[src/rtl/uart_chan_pkg.sv]
package uart_chan_pkg;
  typedef enum logic {
    RX_IDLE  = 1'b0,
    RX_FRAME = 1'b1
  } rx_state_e;

  function automatic int bits_for(input int n);
    return (n > 1) ? $clog2(n) : 1;
  endfunction
endpackage

[src/rtl/uart_ring.sv]
module uart_ring #(
  parameter int DEPTH  = 16,
  parameter int DATA_W = 8,
  localparam int PTR_W = uart_chan_pkg::bits_for(DEPTH),
  localparam int CNT_W = $clog2(DEPTH + 1)
) (
  input  logic              clk,
  input  logic              rst_n,
  input  logic              wr_en,
  input  logic [DATA_W-1:0] wr_data,
  input  logic              rd_en,
  output logic [DATA_W-1:0] rd_data,
  output logic [CNT_W-1:0]  count,
  output logic              full,
  output logic              empty
);
  logic [DATA_W-1:0] mem [DEPTH];
  logic [PTR_W-1:0]  wr_ptr, rd_ptr, wr_nxt, rd_nxt;
  logic              do_wr, do_rd;

  assign full    = (count == CNT_W'(DEPTH));
  assign empty   = (count == '0);
  assign do_wr   = wr_en && !full;
  assign do_rd   = rd_en && !empty;
  assign rd_data = mem[rd_ptr];

  generate
    if ((DEPTH & (DEPTH - 1)) == 0) begin : g_pow2
      assign wr_nxt = wr_ptr + 1'b1;
      assign rd_nxt = rd_ptr + 1'b1;
    end else begin : g_wrap
      assign wr_nxt = (wr_ptr == PTR_W'(DEPTH - 1)) ? '0 : wr_ptr + 1'b1;
      assign rd_nxt = (rd_ptr == PTR_W'(DEPTH - 1)) ? '0 : rd_ptr + 1'b1;
    end
  endgenerate

  always_ff @(posedge clk) begin
    if (do_wr) mem[wr_ptr] <= wr_data;
  end

  always_ff @(posedge clk or negedge rst_n) begin
    if (!rst_n) begin
      wr_ptr <= '0;
      rd_ptr <= '0;
      count  <= '0;
    end else begin
      if (do_wr) wr_ptr <= wr_nxt;
      if (do_rd) rd_ptr <= rd_nxt;
      case ({do_wr, do_rd})
        2'b10:   count <= count + 1'b1;
        2'b01:   count <= count - 1'b1;
        default: count <= count;
      endcase
    end
  end
endmodule

[src/rtl/uart_tx_ser.sv]
module uart_tx_ser #(
  parameter int DIV_W  = 16,
  parameter int DATA_W = 8,
  localparam int LEFT_W = $clog2(DATA_W + 2)
) (
  input  logic              clk,
  input  logic              rst_n,
  input  logic              en,
  input  logic              tick,
  input  logic [DIV_W-1:0]  bit_div,
  input  logic              have_data,
  input  logic [DATA_W-1:0] data_in,
  output logic              pop,
  output logic              txd
);
  logic [DIV_W-1:0]  tcnt;
  logic [DATA_W:0]   shreg;
  logic [LEFT_W-1:0] left;
  logic              boundary;

  assign boundary = en && tick && (({1'b0, tcnt} + 1'b1) >= {1'b0, bit_div});
  assign pop      = boundary && (left == '0) && have_data;

  always_ff @(posedge clk or negedge rst_n) begin
    if (!rst_n) begin
      tcnt  <= '0;
      shreg <= '0;
      left  <= '0;
      txd   <= 1'b1;
    end else begin
      if (en && tick) tcnt <= boundary ? '0 : tcnt + 1'b1;
      if (pop) begin
        txd   <= 1'b0;
        shreg <= {1'b1, data_in};
        left  <= LEFT_W'(DATA_W + 1);
      end else if (boundary && (left != '0)) begin
        txd   <= shreg[0];
        shreg <= shreg >> 1;
        left  <= left - 1'b1;
      end
    end
  end
endmodule

[src/rtl/uart_rx_deser.sv]
module uart_rx_deser #(
  parameter int DIV_W  = 16,
  parameter int DATA_W = 8,
  localparam int SMP_W = $clog2(DATA_W + 1)
) (
  input  logic              clk,
  input  logic              rst_n,
  input  logic              en,
  input  logic              tick,
  input  logic [DIV_W-1:0]  bit_div,
  input  logic              line,
  output logic              done,
  output logic [DATA_W-1:0] byte_out,
  output logic              busy
);
  import uart_chan_pkg::*;

  rx_state_e         state;
  logic [DIV_W:0]    wait_cnt;
  logic [SMP_W-1:0]  samples;
  logic [DATA_W-1:0] shreg;
  logic [DIV_W:0]    first_wait;

  assign first_wait = {1'b0, bit_div} + ({1'b0, bit_div} >> 1);
  assign busy       = (state == RX_FRAME);

  always_ff @(posedge clk or negedge rst_n) begin
    if (!rst_n) begin
      state    <= RX_IDLE;
      wait_cnt <= '0;
      samples  <= '0;
      shreg    <= '0;
      done     <= 1'b0;
      byte_out <= '0;
    end else begin
      done <= 1'b0;
      if (!en) begin
        state <= RX_IDLE;
      end else if (tick) begin
        if (state == RX_IDLE) begin
          if (!line) begin
            state    <= RX_FRAME;
            wait_cnt <= first_wait;
            samples  <= '0;
          end
        end else if (wait_cnt <= 1) begin
          wait_cnt <= {1'b0, bit_div};
          if (samples == SMP_W'(DATA_W)) begin
            state    <= RX_IDLE;
            done     <= 1'b1;
            byte_out <= shreg;
          end else begin
            shreg   <= {line, shreg[DATA_W-1:1]};
            samples <= samples + 1'b1;
          end
        end else begin
          wait_cnt <= wait_cnt - 1'b1;
        end
      end
    end
  end
endmodule

[src/rtl/uart_flow_ctl.sv]
module uart_flow_ctl #(
  parameter int DEPTH = 16,
  localparam int CNT_W = $clog2(DEPTH + 1)
) (
  input  logic             clk,
  input  logic             rst_n,
  input  logic             frame_done,
  input  logic [CNT_W-1:0] occupancy,
  input  logic             popped,
  output logic             store,
  output logic             cts,
  output logic             dsr,
  output logic             overrun
);
  logic drop;

  assign drop  = frame_done && ((occupancy + 1'b1) == CNT_W'(DEPTH));
  assign store = frame_done && !drop;

  always_ff @(posedge clk or negedge rst_n) begin
    if (!rst_n) begin
      cts     <= 1'b1;
      dsr     <= 1'b1;
      overrun <= 1'b0;
    end else begin
      if (popped || store) begin
        cts <= 1'b1;
        dsr <= 1'b1;
      end else if (drop) begin
        cts <= 1'b0;
        dsr <= 1'b0;
      end
      if (drop) overrun <= 1'b1;
    end
  end
endmodule

[src/rtl/uart_flow_channel.sv]
module uart_flow_channel #(
  parameter int DEPTH  = 16,
  parameter int DIV_W  = 16,
  parameter int DATA_W = 8,
  localparam int CNT_W = $clog2(DEPTH + 1)
) (
  input  logic              clk,
  input  logic              rst_n,
  input  logic              enable,
  input  logic              tick,
  input  logic [DIV_W-1:0]  bit_div,
  input  logic              tx_valid,
  input  logic [DATA_W-1:0] tx_data,
  output logic              tx_ready,
  output logic              rx_valid,
  output logic [DATA_W-1:0] rx_data,
  input  logic              rx_ready,
  input  logic              rxd,
  output logic              txd,
  output logic              cts,
  output logic              dsr,
  output logic              overrun
);
  logic [CNT_W-1:0]  tx_count, rx_count;
  logic              tx_full, tx_empty, tx_pop;
  logic [DATA_W-1:0] tx_head;
  logic              rx_full, rx_empty, rx_pop, rx_store, rx_done, rx_busy;
  logic [DATA_W-1:0] rx_byte;
  logic              rxd_meta, rxd_sync;

  always_ff @(posedge clk or negedge rst_n) begin
    if (!rst_n) begin
      rxd_meta <= 1'b1;
      rxd_sync <= 1'b1;
    end else begin
      rxd_meta <= rxd;
      rxd_sync <= rxd_meta;
    end
  end

  assign tx_ready = !tx_full;
  assign rx_valid = !rx_empty;
  assign rx_pop   = rx_valid && rx_ready;

  uart_ring #(.DEPTH(DEPTH), .DATA_W(DATA_W)) u_tx_ring (
    .clk(clk), .rst_n(rst_n),
    .wr_en(tx_valid), .wr_data(tx_data),
    .rd_en(tx_pop), .rd_data(tx_head),
    .count(tx_count), .full(tx_full), .empty(tx_empty)
  );

  uart_tx_ser #(.DIV_W(DIV_W), .DATA_W(DATA_W)) u_tx (
    .clk(clk), .rst_n(rst_n), .en(enable), .tick(tick), .bit_div(bit_div),
    .have_data(!tx_empty), .data_in(tx_head), .pop(tx_pop), .txd(txd)
  );

  uart_rx_deser #(.DIV_W(DIV_W), .DATA_W(DATA_W)) u_rx (
    .clk(clk), .rst_n(rst_n), .en(enable), .tick(tick), .bit_div(bit_div),
    .line(rxd_sync), .done(rx_done), .byte_out(rx_byte), .busy(rx_busy)
  );

  uart_flow_ctl #(.DEPTH(DEPTH)) u_flow (
    .clk(clk), .rst_n(rst_n), .frame_done(rx_done), .occupancy(rx_count),
    .popped(rx_pop), .store(rx_store), .cts(cts), .dsr(dsr), .overrun(overrun)
  );

  uart_ring #(.DEPTH(DEPTH), .DATA_W(DATA_W)) u_rx_ring (
    .clk(clk), .rst_n(rst_n),
    .wr_en(rx_store), .wr_data(rx_byte),
    .rd_en(rx_pop), .rd_data(rx_data),
    .count(rx_count), .full(rx_full), .empty(rx_empty)
  );
endmodule

[config.mk]
export PLATFORM = sky130hd
export DESIGN_NAME = uart_flow_channel
export DESIGN_NICKNAME = d
export VERILOG_FILES = /design/src/rtl/uart_chan_pkg.sv /design/src/rtl/uart_ring.sv /design/src/rtl/uart_tx_ser.sv /design/src/rtl/uart_rx_deser.sv /design/src/rtl/uart_flow_ctl.sv /design/src/rtl/uart_flow_channel.sv
export SDC_FILE = /design/constraint.sdc
export NUM_CORES = 1
export LEC_CHECK = 0
export ABC_AREA = 0
export BUFFER_PORTS_ARGS = -buffer_cell sky130_fd_sc_hd__buf_2
export CORE_ASPECT_RATIO = 1.5
export CORE_MARGIN = 5
export CORE_UTILIZATION = 37
export DETAILED_ROUTE_END_ITERATION = 12
export HOLD_SLACK_MARGIN = 0.08
export PLACE_DENSITY = 0.54
export SYNTH_ARGS = -nofsm -noshare
export SYNTH_HDL_FRONTEND = slang
export SYNTH_SLANG_ARGS = --single-unit
[constraint.sdc]
create_clock -name clk -period 12.05 [get_ports clk]
set_input_delay 2.41 -clock clk [delete_from_list [all_inputs] [get_ports clk]]
set_output_delay 2.41 -clock clk [all_outputs]
set_load 0.01 [all_outputs]
==> Implementation_results.wiki, run 1 <==
{| class="wikitable"
! Metric !! Value
|-
| Status || finished, final reports clean
|-
| Largest area contributor in the synthesized netlist || sky130_fd_sc_hd__edfxtp_1
|-
| Capture point of the worst reg-to-reg path || u_tx_ring.count[4]
|-
| Final hold violation count || 0
|-
| Final total negative setup slack || 0 ps
|-
| Post-synthesis instance area || 16300 µm²
|-
| Cell Pwr Density || 171 nW/µm²
|-
| Number of buffers between clock root and the deepest sink || 3
|-
| Number of distinct library cells after synthesis || just over 70
|-
| Primary flip-flop cell chosen by synthesis mapping || sky130_fd_sc_hd__edfxtp_1
|-
| Total routed wirelength || 34500 µm
|-
| Critical path arrival || around 6200 ps
|-
| Number of H-tree branching levels || 2
|-
| CTS tree || done
|-
| Worst Hold Path Cells || 0
|-
| Worst EP required || roughly 12000 ps
|-
| Total of endpoints with negative setup slack in the final report || 0
|-
| Most frequent cells after synthesis || 256 x sky130_fd_sc_hd__edfxtp_1, 95 x sky130_fd_sc_hd__dfrtp_1, 89 x sky130_fd_sc_hd__nand2_1, 80 x sky130_fd_sc_hd__mux4_2, 62 x sky130_fd_sc_hd__nor2_1
|-
| Number of top-level pins || 45
|-
| Height of the die || around 270 µm
|-
| Worst rel slew slack || 0.264
|-
| Die area || 48400 µm²
|-
| HPWL after DPL || 24300 µm
|-
| Number of buffer and inverter instances along the worst setup path || 3
|-
| Mean cell area of the mapped netlist || 14.7 µm²
|-
| Final total power || 3.14 mW
|-
| Achievable Freq || 0.172 GHz
|-
| Port Buffer Count || 44
|-
| Max-cap viol count || 0
|-
| Resized cells post-CTS || 0
|-
| Total GRT Usage || 0.144
|-
| Final nets || 1245
|-
| Hold Path Sink || rxd_sync
|-
| Internal Power || 2.29 mW
|-
| Dominant delay contributor by cell family on the critical path || compound AO/OA/AOI/OAI gates
|-
| Max stage delay cell, worst path || sky130_fd_sc_hd__o41ai_1
|-
| Crit path capture type || flip-flop
|-
| Hold-fix buffers, CTS || 0
|-
| Type of the worst setup path || in2reg
|-
| Post-layout utilization of the core || 0.420
|-
| Vias per std cell || roughly 5.2
|-
| Wire length of the first global-routing pass || between 50000 and 60000 µm
|-
| Clk sink count || about 360
|-
| Share of flip-flops with an asynchronous set or reset || 0.279
|-
| Reg-to-reg critical path startpoint || u_tx.tcnt[0]
|-
| Main area contributors after synthesis || sky130_fd_sc_hd__edfxtp_1 47%, sky130_fd_sc_hd__dfrtp_1 15%, sky130_fd_sc_hd__mux4_2 11%
|-
| Part of the total power dissipated in the clock network || 0.368
|-
| Top-count cell post-synth || sky130_fd_sc_hd__edfxtp_1
|-
| Worst IR drop on VDD || around 0.00013 V
|-
| Post-synthesis instance total || 1111
|-
| First-iteration detailed-routing DRC count || 507
|-
| Initial core utilization || 0.373
|-
| Number of nets still failing antenna checks after routing || 0
|-
| LEAKAGE || 6.52 nW
|-
| Worst-path fanout max || 11
|-
| Count of vias placed by the detailed router || between 9000 and 10000
|-
| Row cnt || 94
|-
| Worst R2R Path Depth || 17
|-
| First-pass DRT Iterations || 5
|-
| Final period util || 0.483
|-
| Net switching share of the total power || 0.271
|-
| Start point of the worst hold path || rxd_meta
|-
| Number of enable-type register cells in the synthesized netlist || about 260
|-
| Overall overflow remaining after global route || 0
|-
| Clock-pin slew on the worst setup and hold paths || 70 ps
|-
| Ratio of cells with drive above 1 in the final layout || 0.197
|-
| Layout Skew || about 23 ps
|-
| Cells along the critical path || buf_2 -> inv_1 -> ha_1 -> nand4_1 -> o41ai_1 -> a2bb2oi_1 -> a41o_1 -> or2_2 -> inv_1 -> ha_1 -> ha_1 -> and3_1 -> a2111oi_0 -> a311oi_1 -> xor2_1
|-
| Setup slack, reg-to-reg || 6590 ps
|-
| Warning count from the yosys run || 0
|-
| Post-CTS setup buffer count || 0
|-
| Core region area || 43800 µm²
|-
| Library cell appearing most often on the critical path || sky130_fd_sc_hd__ha_1
|-
| Final-report max-slew violation count || 0
|-
| Remaining design rule violation count || 0
|-
| RSZ-0062 raised after global routing || false
|-
| Clock root buffer || sky130_fd_sc_hd__clkbuf_16
|-
| Clock period minus final worst setup slack || slightly below 6000 ps
|-
| Post-DR wirelength/cell || 19.6 µm
|-
| Width of the chip || around 180 µm
|-
| Portion of total power attributed to sequential cells || 0.480
|-
| Sequential share of the synthesized area || 0.624
|-
| CTS buffer count || 37
|-
| Number of antenna violations at the first check in global routing || 1
|-
| Filler Cell Count || 4033
|-
| Comb pwr share || 0.153
|-
| Area growth from synthesis to layout || 12.7%
|-
| Switching power || 0.850 mW
|-
| Via count of the first global-routing pass || 9808
|-
| Post-Syn Nets || 1199
|-
| Later-pin clock latency in the skew report || 550 ps
|-
| GP Congestion || 0.846
|-
| Actual transition at the worst max-transition pin || 1100 ps
|-
| Area fraction of the dominant cell type after synthesis || 0.472
|-
| Peak per-stage delay on the critical path || about 400 ps
|-
| #FFs+latches synth || 355
|-
| Kind of path behind the tightest hold check || reg2reg
|-
| Largest net degree at the start of global routing || between 60 and 70
|-
| CP startpoint kind || input port
|}
final cells by class:
class	instances	area, µm²	share of cell area
antenna	1	2.50	0.000136
clock buffer	43	970	0.0528
clock inverter	24	259	0.0141
inverter	41	154	0.00837
multi-input combinational	668	5800	0.316
sequential	355	10200	0.553
tap	576	721	0.0392
timing repair buffer	54	298	0.0162
metrics by stage:
step	hold slack [ps]	cell area (µm²)	cells	setup slack, ps
6_report	351	18400	1762	6230
5_1_grt	359	18400	1762	5900
4_1_cts	358	18400	1761	6220
3_5_place_dp	348	17100	1694	5660
3_3_place_gp	346	17100	1694	5730
2_1_floorplan	345	16300	1111	6310
power by group through the flow:
stage / clock, mW / combinational, mW / sequential [mW]
after floorplan: 0 / 0.384 / 1.48
after global placement: 0 / 0.487 / 1.53
after detailed placement: 0 / 0.490 / 1.53
after CTS: 1.18 / 0.491 / 1.51
after global routing: 1.24 / 0.535 / 1.52
final: 1.15 / 0.479 / 1.50
worst max path at each step:
stage	endpoint	cells after the start	slack [ps]	startpoint
after floorplan	u_tx_ring.count[4]	15	6310	bit_div[12]
after global placement	u_tx_ring.count[4]	16	5730	bit_div[12]
after detailed placement	u_tx_ring.count[4]	15	5660	bit_div[12]
after CTS	u_tx_ring.count[4]	15	6220	bit_div[12]
after global routing	u_tx_ring.count[4]	15	5900	bit_div[12]
final	u_tx_ring.count[4]	15	6230	bit_div[12]
worst reg2reg max path: cells and delay by family (launching register included):
kind	cells	cell delay (ps)
AO/OA/AOI/OAI	5	1350
AND/OR/NAND/NOR	5	1400
adder cells (fa/ha/maj)	4	1360
buffers and inverters	1	340
flip-flops	1	480
XOR/XNOR	2	420
state kept, by name (all words and copies together), names as in the netlist:
signal and count:
u_flow.overrun 1, rxd_sync 1, u_tx.txd 1, u_rx.samples 4
u_tx_ring.mem 128, u_rx.wait_cnt 17, u_rx_ring.mem 128, u_rx.byte_out 8
u_tx_ring.rd_ptr 4, u_tx.left 4, u_rx.shreg 8, rxd_meta 1
u_rx.done 1, u_rx_ring.count 5, u_flow.cts 1, u_rx.busy 1
u_tx_ring.count 5, u_tx.tcnt 16, u_tx_ring.wr_ptr 4, u_tx.shreg 9
u_rx_ring.rd_ptr 4, u_rx_ring.wr_ptr 4
cells by family after synthesis:
group	Yosys count	synth area share
AOI/OAI and AO/OA	168	0.0668
xor gates and xnor gates	52	0.0279
adders and majority gates	57	0.0442
buffers and inverters	88	0.0218
DFF	355	0.624
muxes	106	0.128
and+or+nand+nor	285	0.0877
placed cells by master, fill, tap and decap left out, types with 8 or more instances in the layout:
cell                        count
sky130_fd_sc_hd__edfxtp_1     256
sky130_fd_sc_hd__dfrtp_1       93
sky130_fd_sc_hd__nand2_1       89
sky130_fd_sc_hd__mux4_2        80
sky130_fd_sc_hd__nor2_1        62
sky130_fd_sc_hd__ha_1          56
sky130_fd_sc_hd__o21ai_0       49
sky130_fd_sc_hd__buf_2         43
sky130_fd_sc_hd__inv_1         41
sky130_fd_sc_hd__clkbuf_16     38
sky130_fd_sc_hd__a21oi_1       35
sky130_fd_sc_hd__xnor2_1       33
sky130_fd_sc_hd__xor2_1        19
sky130_fd_sc_hd__and2_1        18
sky130_fd_sc_hd__nand3_1       17
sky130_fd_sc_hd__nor3_1        17
sky130_fd_sc_hd__mux2_2        17
sky130_fd_sc_hd__nand4_1       13
sky130_fd_sc_hd__nand2b_1      11
sky130_fd_sc_hd__buf_4         11
sky130_fd_sc_hd__and3_1        10
sky130_fd_sc_hd__o21a_1        10
sky130_fd_sc_hd__clkinv_2      10
sky130_fd_sc_hd__mux2i_1        9
sky130_fd_sc_hd__o31ai_1        9
sky130_fd_sc_hd__a21o_1         8
metal layers:
metal / vias to the layer above / track usage / routed length (µm)
met3: 56 / 0.0209 / 878
met4: 0 / 0.0432 / 842
met5: - / 0 / 0
met1: 4706 / 0.165 / 13600
met2: 115 / 0.278 / 19200
li1: 4362 / - / -
(Power assumes the default switching activity.)
==> run 2: changes to the inputs <==
==> constraint.sdc (replaced) <==
create_clock -name clk -period 6.08 [get_ports clk]
set_input_delay 1.216 -clock clk [delete_from_list [all_inputs] [get_ports clk]]
set_output_delay 1.216 -clock clk [all_outputs]
set_load 0.01 [all_outputs]
==> run 2 against run 1 <==
  * Non-clock buffer count is 1 higher
  * Die area unchanged
  * Worst setup slack worse by 5600 ps
  * Clock power up 91%
  * Via count fell by 0.80%
  * Utilization is 0.14 points lower
  * Combinational power is 87% higher
  * Clock skew is 4.7 ps lower
  * Sequential cell count is the same
  * Power rose by 95%
  * Sequential power is 100% higher
  * Critical endpoint unchanged
==> Implementation_results.wiki, run 2 (same netlist as run 1, synthesis figures left out) <==
{| class="wikitable"
! Metric !! Value
|-
| Status || finished, final reports clean
|-
| First-pass DRT Iterations || 5
|-
| Critical path arrival || 5860 ps
|-
| Largest net degree at the start of global routing || 58
|-
| Initial core utilization || 0.373
|-
| Setup slack, reg-to-reg || 600 ps
|-
| Worst IR drop on VDD || 0.000225 V
|-
| Clock period minus final worst setup slack || between 5000 and 6000 ps
|-
| Count of vias placed by the detailed router || about 9000
|-
| Achievable Freq || 0.183 GHz
|-
| Non-filler cells, final || ~1800
|-
| Worst rel slew slack || 0.352
|-
| CTS buffer count || 36
|-
| Port Buffer Count || 44
|-
| Top layer in use || met4
|-
| Ratio of cells with drive above 1 in the final layout || 0.190
|-
| HPWL after DPL || about 25000 µm
|-
| RSZ-0062 raised after global routing || false
|-
| Placement Cell Area || 17200 µm²
|-
| Number of top-level pins || 45
|-
| First-iteration detailed-routing DRC count || 486
|-
| Worst R2R Path Depth || 17
|-
| Hold Path Sink || rxd_sync
|-
| Resized cells post-CTS || 0
|-
| Worst Hold Path Cells || 0
|-
| Final hold violation count || 0
|-
| Final total power || ~6 mW
|-
| Total GRT Usage || 0.146
|-
| Final non-filler cell area || 18300 µm²
|-
| Post-DR wirelength/cell || ~20 µm
|-
| Total of endpoints with negative setup slack in the final report || 0
|-
| GP Congestion || slightly above 0.8
|-
| Row cnt || 94
|-
| Worst hold slack across all endpoints || between 300 and 400 ps
|-
| Type of the worst setup path || reg2reg
|-
| Kind of path behind the tightest hold check || reg2reg
|-
| Reg-to-reg critical path startpoint || u_tx.tcnt[0]
|-
| Later-pin clock latency in the skew report || around 530 ps
|-
| Worst EP required || 6460 ps
|-
| Actual transition at the worst max-transition pin || around 970 ps
|-
| Most common library cell in the layout ignoring fill and taps || sky130_fd_sc_hd__edfxtp_1
|-
| Max-cap viol count || 0
|-
| Final period util || 0.901
|-
| Hold-fix buffers, CTS || 0
|-
| Wire length of the first global-routing pass || roughly 56000 µm
|-
| Capture point of the worst reg-to-reg path || u_tx_ring.count[4]
|-
| Post-layout utilization of the core || 0.419
|-
| Crit path capture type || flip-flop
|-
| LEAKAGE || 6.48 nW
|-
| Detailed-routed wire length on met3 || 881 µm
|-
| Met2 wirelength from detailed routing || 19700 µm
|-
| Start point of the worst hold path || rxd_meta
|-
| Post-CTS setup buffer count || 0
|-
| Largest registers ranked by flip-flop count || u_rx_ring.mem (128), u_tx_ring.mem (128), u_rx.wait_cnt (17)
|-
| Core region area || 43800 µm²
|-
| Cell Pwr Density || ~330 nW/µm²
|-
| Clock root buffer || sky130_fd_sc_hd__clkbuf_16
|-
| Die area || 48400 µm²
|-
| Min setup slack post-route || 603 ps
|-
| Post-route met1 wirelength || 13300 µm
|-
| Worst-path fanout max || 11
|-
| CTS tree || done
|-
| Number of placed instances, taps included || around 1700
|-
| CP startpoint kind || flip-flop
|-
| Via count of the first global-routing pass || 9734
|-
| Number of nets still failing antenna checks after routing || 0
|-
| Number of H-tree branching levels || 2
|-
| Total routed wirelength || 34800 µm
|-
| DP Worst Slack || 706 ps
|-
| Vias per std cell || 5.20
|-
| Final-report max-slew violation count || 0
|-
| Layout Skew || 18.2 ps
|-
| Height of the die || 267 µm
|-
| Leading cell types in the layout, fill and taps excluded || 256 x sky130_fd_sc_hd__edfxtp_1, 93 x sky130_fd_sc_hd__dfrtp_1, 89 x sky130_fd_sc_hd__nand2_1, 80 x sky130_fd_sc_hd__mux4_2, 62 x sky130_fd_sc_hd__nor2_1
|-
| Width of the chip || 181 µm
|-
| Remaining design rule violation count || 0
|-
| Area growth from synthesis to layout || 12.4%
|-
| Final total negative setup slack || 0 ps
|-
| Number of antenna violations at the first check in global routing || 1
|-
| Clk sink count || 355
|-
| Number of buffers between clock root and the deepest sink || 3
|-
| Clock-pin slew on the worst setup and hold paths || 60 ps
|-
| Final nets || between 1000 and 1500
|-
| Overall overflow remaining after global route || 0
|}
[run 2: final cells by class]
class	count	area, µm²
Antenna cell	1	2.50
Clock inverter	14	173
Sequential cell	355	10200
Timing Repair Buffer	55	305
Clock buffer	51	987
Tap cell	576	721
Multi-Input combinational cell	668	5800
Inverter	41	154
Fill cell	4050	25400
[run 2: how the worst max path moves through the flow]
stage                      start                  to  slack (ps)  depth (start not counted)
floorplan           u_tx.tcnt[0]  u_tx_ring.count[4]        1400                         19
global placement    u_tx.tcnt[0]  u_tx_ring.count[4]         810                         18
detailed placement  u_tx.tcnt[0]  u_tx_ring.count[4]         710                         17
CTS                 u_tx.tcnt[0]  u_tx_ring.count[4]         690                         17
global route        u_tx.tcnt[0]  u_tx_ring.count[4]         260                         18
finish              u_tx.tcnt[0]  u_tx_ring.count[4]         600                         17
[run 2: critical path: stages (launching register included)]
cell	delay (ps)
sky130_fd_sc_hd__dfrtp_1	450
sky130_fd_sc_hd__ha_1	280
sky130_fd_sc_hd__and4_1	340
sky130_fd_sc_hd__nand4_1	300
sky130_fd_sc_hd__xnor2_1	220
sky130_fd_sc_hd__ha_1	320
sky130_fd_sc_hd__nand4_1	160
sky130_fd_sc_hd__o41ai_1	430
sky130_fd_sc_hd__a2bb2oi_1	130
sky130_fd_sc_hd__a41o_1	350
sky130_fd_sc_hd__or2_2	380
sky130_fd_sc_hd__inv_1	370
sky130_fd_sc_hd__ha_1	390
sky130_fd_sc_hd__ha_1	350
sky130_fd_sc_hd__and3_1	200
sky130_fd_sc_hd__a2111oi_0	400
sky130_fd_sc_hd__a311oi_1	100
sky130_fd_sc_hd__xor2_1	160
[run 2: per-layer routing]
layer	vias to the layer above	track usage
met5	-	0
met4	0	0.0426
met3	51	0.0196
met2	145	0.285
met1	4627	0.164
li1	4342	-
[run 2: where the power goes]
group	switching (mW)	total (mW)	internal (mW)
sequential	0.249	3.03	2.78
clock	0.927	2.20	1.27
combinational	0.478	0.897	0.419
total	1.65	6.13	4.47
